===== src/rtl/mdm_pkg.sv =====
package mdm_pkg;
  localparam int LINE_W = 4;
  localparam int CTRL_W = 5;
  localparam int BYTE_W = 8;

  // line vector positions {carrier, ring, data-set-ready, clear-to-send}
  localparam int L_CTS = 0;
  localparam int L_DSR = 1;
  localparam int L_RI  = 2;
  localparam int L_DCD = 3;

  // control byte positions
  localparam int C_DTR  = 0;
  localparam int C_RTS  = 1;
  localparam int C_OUT1 = 2;
  localparam int C_OUT2 = 3;
  localparam int C_LOOP = 4;

  localparam logic [LINE_W-1:0] LINE_RST = 4'b1011;
  localparam logic [CTRL_W-1:0] CTRL_RST = 5'b01000;

  typedef struct packed {
    logic ctlLoad;
    logic deltaClr;
  } mdmStrobe_t;
endpackage


===== src/rtl/mdm_sync.sv =====
module mdm_sync #(
  parameter int STAGES = 2,
  parameter int W = 4,
  parameter logic [W-1:0] RST_VAL = '0
) (
  input  logic         clk,
  input  logic         rstN,
  input  logic [W-1:0] asyncIn,
  output logic [W-1:0] syncOut
);
  logic [W-1:0] pipe [STAGES];

  for (genvar gi = 0; gi < STAGES; gi++) begin : g_stage
    always_ff @(posedge clk) begin
      if (!rstN) pipe[gi] <= RST_VAL;
      else if (gi == 0) pipe[gi] <= asyncIn;
      else pipe[gi] <= pipe[(gi == 0) ? 0 : gi-1];
    end
  end

  assign syncOut = pipe[STAGES-1];
endmodule


===== src/rtl/mdm_ctrl.sv =====
module mdm_ctrl
  import mdm_pkg::*;
(
  input  logic       ctlWrEn,
  input  logic       staRdEn,
  input  logic       loopOn,
  output mdmStrobe_t stb
);
  always_comb begin
    stb.ctlLoad  = ctlWrEn;
    // a read only consumes deltas when it actually returned them
    stb.deltaClr = staRdEn && !loopOn;
  end
endmodule


===== src/rtl/mdm_datapath.sv =====
module mdm_datapath
  import mdm_pkg::*;
(
  input  logic              clk,
  input  logic              rstN,
  input  mdmStrobe_t        stb,
  input  logic [CTRL_W-1:0] wrBits,
  input  logic [LINE_W-1:0] lineSync,
  output logic [CTRL_W-1:0] ctrlQ,
  output logic [LINE_W-1:0] deltaQ,
  output logic [BYTE_W-1:0] staView
);
  logic [LINE_W-1:0] stateQ;
  logic [LINE_W-1:0] events;

  always_comb begin
    events        = stateQ ^ lineSync;
    events[L_RI]  = stateQ[L_RI] && !lineSync[L_RI];
  end

  always_ff @(posedge clk) begin
    if (!rstN) begin
      ctrlQ  <= CTRL_RST;
      stateQ <= LINE_RST;
      deltaQ <= '0;
    end else begin
      if (stb.ctlLoad) ctrlQ <= wrBits;
      stateQ <= lineSync;
      deltaQ <= (stb.deltaClr ? '0 : deltaQ) | events;
    end
  end

  always_comb begin
    if (ctrlQ[C_LOOP])
      staView = {ctrlQ[C_OUT2], ctrlQ[C_OUT1], ctrlQ[C_DTR], ctrlQ[C_RTS], {LINE_W{1'b0}}};
    else
      staView = {stateQ, deltaQ};
  end

  AST_RI_FALL_ONLY: assert property (@(posedge clk) disable iff (!rstN)
    $rose(deltaQ[L_RI]) |-> ($past(stateQ[L_RI]) && !stateQ[L_RI]));

  AST_DELTA_STICKY: assert property (@(posedge clk) disable iff (!rstN)
    ((~deltaQ & $past(deltaQ)) != '0) |-> $past(stb.deltaClr));

  AST_READ_CLEARS: assert property (@(posedge clk) disable iff (!rstN)
    (stb.deltaClr && (lineSync == stateQ)) |=> (deltaQ == '0));

  AST_LOOP_KEEPS: assert property (@(posedge clk) disable iff (!rstN)
    (ctrlQ[C_LOOP] && (lineSync == stateQ)) |=> ((deltaQ & $past(deltaQ)) == $past(deltaQ)));
endmodule


===== src/rtl/mdm_link_unit.sv =====
module mdm_link_unit
  import mdm_pkg::*;
#(
  parameter int SYNC_STAGES = 2
) (
  input  logic              clk,
  input  logic              rstN,
  input  logic              ctlWrEn,
  input  logic [BYTE_W-1:0] ctlWrData,
  output logic [BYTE_W-1:0] ctlRdData,
  input  logic              staRdEn,
  output logic [BYTE_W-1:0] staRdData,
  input  logic              ctsIn,
  input  logic              dsrIn,
  input  logic              riIn,
  input  logic              dcdIn,
  output logic              dtrOut,
  output logic              rtsOut,
  output logic              out1Out,
  output logic              out2Out,
  output logic              anyDelta
);
  localparam int PAD_W = BYTE_W - CTRL_W;

  mdmStrobe_t        stb;
  logic [CTRL_W-1:0] ctrlQ;
  logic [LINE_W-1:0] deltaQ;
  logic [LINE_W-1:0] lineSync;
  logic              unusedHiBits;

  assign unusedHiBits = ^ctlWrData[BYTE_W-1:CTRL_W];

  mdm_sync #(.STAGES(SYNC_STAGES), .W(LINE_W), .RST_VAL(LINE_RST)) u_sync (
    .clk(clk), .rstN(rstN),
    .asyncIn({dcdIn, riIn, dsrIn, ctsIn}),
    .syncOut(lineSync)
  );

  mdm_ctrl u_ctrl (
    .ctlWrEn(ctlWrEn), .staRdEn(staRdEn), .loopOn(ctrlQ[C_LOOP]), .stb(stb)
  );

  mdm_datapath u_dp (
    .clk(clk), .rstN(rstN), .stb(stb),
    .wrBits(ctlWrData[CTRL_W-1:0]), .lineSync(lineSync),
    .ctrlQ(ctrlQ), .deltaQ(deltaQ), .staView(staRdData)
  );

  assign ctlRdData = {{PAD_W{1'b0}}, ctrlQ};
  assign dtrOut    = ctrlQ[C_DTR]  && !ctrlQ[C_LOOP];
  assign rtsOut    = ctrlQ[C_RTS]  && !ctrlQ[C_LOOP];
  assign out1Out   = ctrlQ[C_OUT1] && !ctrlQ[C_LOOP];
  assign out2Out   = ctrlQ[C_OUT2] && !ctrlQ[C_LOOP];
  assign anyDelta  = |deltaQ;

  AST_LOOP_QUIET: assert property (@(posedge clk) disable iff (!rstN)
    ctlRdData[C_LOOP] |-> !(dtrOut || rtsOut || out1Out || out2Out));

  AST_ANY_MATCH: assert property (@(posedge clk) disable iff (!rstN)
    !ctlRdData[C_LOOP] |-> (anyDelta == (staRdData[LINE_W-1:0] != '0)));
endmodule


===== config.mk =====
export PLATFORM = sky130hd
export DESIGN_NAME = mdm_link_unit
export DESIGN_NICKNAME = d
export VERILOG_FILES = /design/src/rtl/mdm_pkg.sv /design/src/rtl/mdm_sync.sv /design/src/rtl/mdm_ctrl.sv /design/src/rtl/mdm_datapath.sv /design/src/rtl/mdm_link_unit.sv
export SDC_FILE = /design/constraint.sdc
export NUM_CORES = 1
export LEC_CHECK = 0
export ABC_AREA = 1
export BUFFER_PORTS_ARGS = -buffer_cell sky130_fd_sc_hd__buf_2
export CAP_MARGIN = 20
export CORE_ASPECT_RATIO = 1.75
export CORE_MARGIN = 1.5
export CORE_UTILIZATION = 35
export CTS_CLUSTER_SIZE = 25
export DETAILED_ROUTE_END_ITERATION = 8
export GPL_TIMING_DRIVEN = 1
export PLACE_DENSITY = 0.66
export SYNTH_ARGS = -nofsm -noshare
export SYNTH_HDL_FRONTEND = slang
export SYNTH_SLANG_ARGS = --single-unit

===== constraint.sdc =====
create_clock -name clk -period 2.4 [get_ports clk]
set_clock_uncertainty 0.05 [all_clocks]
set_input_delay 0.48 -clock clk [delete_from_list [all_inputs] [get_ports clk]]
set_output_delay 0.48 -clock clk [all_outputs]
set_load 0.05 [all_outputs]

==> load_flow_metrics.sql <==
INSERT INTO impl_metrics (metric_group, metric, value, unit) VALUES
('run_status', 'result_of_the_run', 'finished clean', ''),
('synth', 'synth_top_area_frac', '0.519', ''),
('synth', 'synthAdderAreaFrac', '0', ''),
('power', 'pwr_density_cell', '720', 'mW/mm2'),
('routing', 'drcViolationCount', '0', ''),
('synth', 'synth_simple_gate_area_share', '0.210', ''),
('synth', 'syn-cell-area', '811', 'um2'),
('synth', 'synthesis.instances', '108', ''),
('floorplanning', 'start_util', '0.378', ''),
('critical_path', 'critical_path.max_stage_delay', '0.63', 'ns'),
('sta', 'timing.final.crit_period', '2.04', 'ns'),
('synth', 'yosys-mux-area-fraction', '0', ''),
('final_layout', 'areaGrowthSynthToFinish', '20.7', '%'),
('sta', 'fmax', '489', 'MHz'),
('synth', 'synth.lib_cells_used.distinct', '14', ''),
('routing', 'drt_first_pass_iters', '4', ''),
('synth', 'synth.avg_cell_area', '7.51', 'um2'),
('synth', 'synth_xor_xnor_area_share', '0', ''),
('routing', 'route.detailed.vias_per_inst', '4.33', ''),
('sta', 'final-setup-viol-count', '0', ''),
('global_routing', 'grtUsageTotal', '0.126', ''),
('global_routing', 'grt_max_degree', '17', ''),
('final_layout', 'antenna_cells', '0', ''),
('routing', 'detail-route-antenna-nets', '0', ''),
('final_layout', 'layout.nets', '154', ''),
('clock_network', 'clk_transition_reported_paths', '0.12', 'ns'),
('routing', 'routed_wirelength', '1440', 'um'),
('sta', 'setup-tns-final', '0', 'ns'),
('clock_network', 'clock_tree_from_tritoncts', 'yes', ''),
('floorplanning', 'chipWidth', '39.4', 'um'),
('clock_network', 'clock_sink_total', '21', ''),
('critical_path', 'critical_path_required', '1.87', 'ns'),
('final_layout', 'fraction_of_final_layout_cells_with_drive_strength_greater_than_1', '0.270', ''),
('critical_path', 'largest_fanout_on_the_critical_path', '16', ''),
('clock_network', 'numCtsBuffers', '3', ''),
('global_routing', 'antenna_found_initial', '0', ''),
('routing', 'via_count', '697', ''),
('synth', 'synth-async-reset-ratio', '0', ''),
('synth', 'dominantRegCellSynth', 'dfxtp_1', ''),
('sta', 'finalHoldViolations', '0', ''),
('floorplanning', 'io_pins', '37', ''),
('clock_network', 'cts_repair_resize_count', '0', ''),
('run', 'max_cap_violations', '0', ''),
('sta', 'final_min_period_over_clock_period', '0.852', ''),
('clock_network', 'cts_root_buf', 'clkbuf_4', ''),
('critical_path', 'cpMaxStageDelayCell', 'dfxtp_1', ''),
('place', 'routability_driven_placement_congestion_ratio', '0.629', ''),
('critical_path', 'timing.critical_path.from_type', 'register', ''),
('power', 'irDropWorstVdd', '0.335', 'mV'),
('sta', 'rsz0062_at_grt', 'false', ''),
('global_routing', 'grt_first_pass_wirelength', '2280', 'um'),
('critical_path', 'cp.buffers_inverters', '2', ''),
('critical_path', 'crit_chain', 'inv_2 > o21ai_0 > buf_2', ''),
('critical_path', 'critPathCaptureType', 'output pin', ''),
('final_layout', 'stdcell_area', '978', 'um2'),
('critical_path', 'cp_top_family', 'flip-flops', ''),
('critical_path', 'worstSetupPathType', 'reg2out', ''),
('clock_network', 'post_cts_hold_buffer_count', '0', ''),
('synth', 'synth_compound_area_frac', '0.111', ''),
('synth', 'synth_top_cell_by_area', 'dfxtp_1', ''),
('global_routing', 'global_route.overflow_total', '0', ''),
('routing', 'route.detailed.wl_per_inst', '8.96', 'um'),
('clock_network', 'cts.repair_timing.setup_buffer_count', '0', ''),
('floorplanning', 'dieHeight', '66.7', 'um'),
('synth', 'seq_area_frac_synth', '0.519', ''),
('routing', 'dr.first_iter.drc_count', '12', ''),
('critical_path', 'r2r_slack', '1.24', 'ns'),
('synth', 'synth_most_common_cell', 'nand2_1', ''),
('final_layout', 'post-route-util', '0.456', ''),
('floorplanning', 'rows', '22', ''),
('synth', 'synth_common_cells', '24 x nand2_1, 21 x dfxtp_1, 20 x inv_1', '');
-- layout by cell type, fill, tap and decap left out --
cell and n:
clkbuf_4 3, or2_2 1, nand2_2 1, inv_1 20, o21ai_0 9, dfxtp_1 21
or2_1 5, a21oi_1 9, buf_2 30, nor2_1 8, nand4_1 1, nand2_1 24
inv_2 1, clkinv_2 1, conb_1 3
-- layout make-up --
| class | count | area, um2 |
|---|---|---|
| clock buffer | 3 | 22.5 |
| fill | 228 | 1170 |
| multi-input combinational | 61 | 272 |
| inverter | 21 | 78.8 |
| timing repair buffer | 30 | 150 |
| tap | 24 | 30.0 |
| sequential | 21 | 420 |
| clock inverter | 1 | 5.00 |
-- stage by stage --
stage               hold WS (ns)  instances
floorplan                  0.336        110
global placement           0.338        157
detailed placement         0.342        157
CTS                        0.283        161
global route               0.287        161
finish                     0.294        161
-- cells by family (layout without fill, tap and decap cells) --
| family | count (synthesis) | after routing |
|---|---|---|
| simple gates | 40 | 40 |
| buf+inv | 28 | 55 |
| flops | 21 | 21 |
| compound gates | 18 | 18 |
| other cells | 1 | 3 |
-- where the power goes --
group / internal, W / leakage [nW] / switching (W) / total, W
sequential: 0.000366 / 0.173 / 0.0000116 / 0.000377
clock: 0.0000621 / 0.0177 / 0.000104 / 0.000166
combinational: 0.0000367 / 0.359 / 0.000124 / 0.000160
-- final timing paths --
check,cells after the start,startpoint,endpoint
hold / removal,2,ctsIn,u_sync.pipe[0][0]$_SDFF_PN1_
setup reg to reg,4,u_dp.ctrlQ[4]$_SDFFE_PN0P_,u_dp.deltaQ[0]$_SDFF_PN0_
hold reg to reg,1,u_sync.pipe[0][3]$_SDFF_PN1_,u_sync.pipe[1][3]$_SDFF_PN1_
setup / recovery,3,u_dp.ctrlQ[4]$_SDFFE_PN0P_,staRdData[6]
-- per-layer routing --
layer  track usage  vias up  routed length, um
met5             0        -                  0
met1         0.138      304                610
met3        0.0200        2                 84
met2         0.213       21                740
met4        0.0776        0                  8
li1              -      370                  -
-- state kept, by name, summed over array words and instances (netlist names) --
| register | flops |
|---|---|
| u_dp.ctrlQ | 5 |
| u_dp.deltaQ | 4 |
| u_dp.stateQ | 4 |
| u_sync.pipe | 8 |
Power figures use the tool's default switching activity.
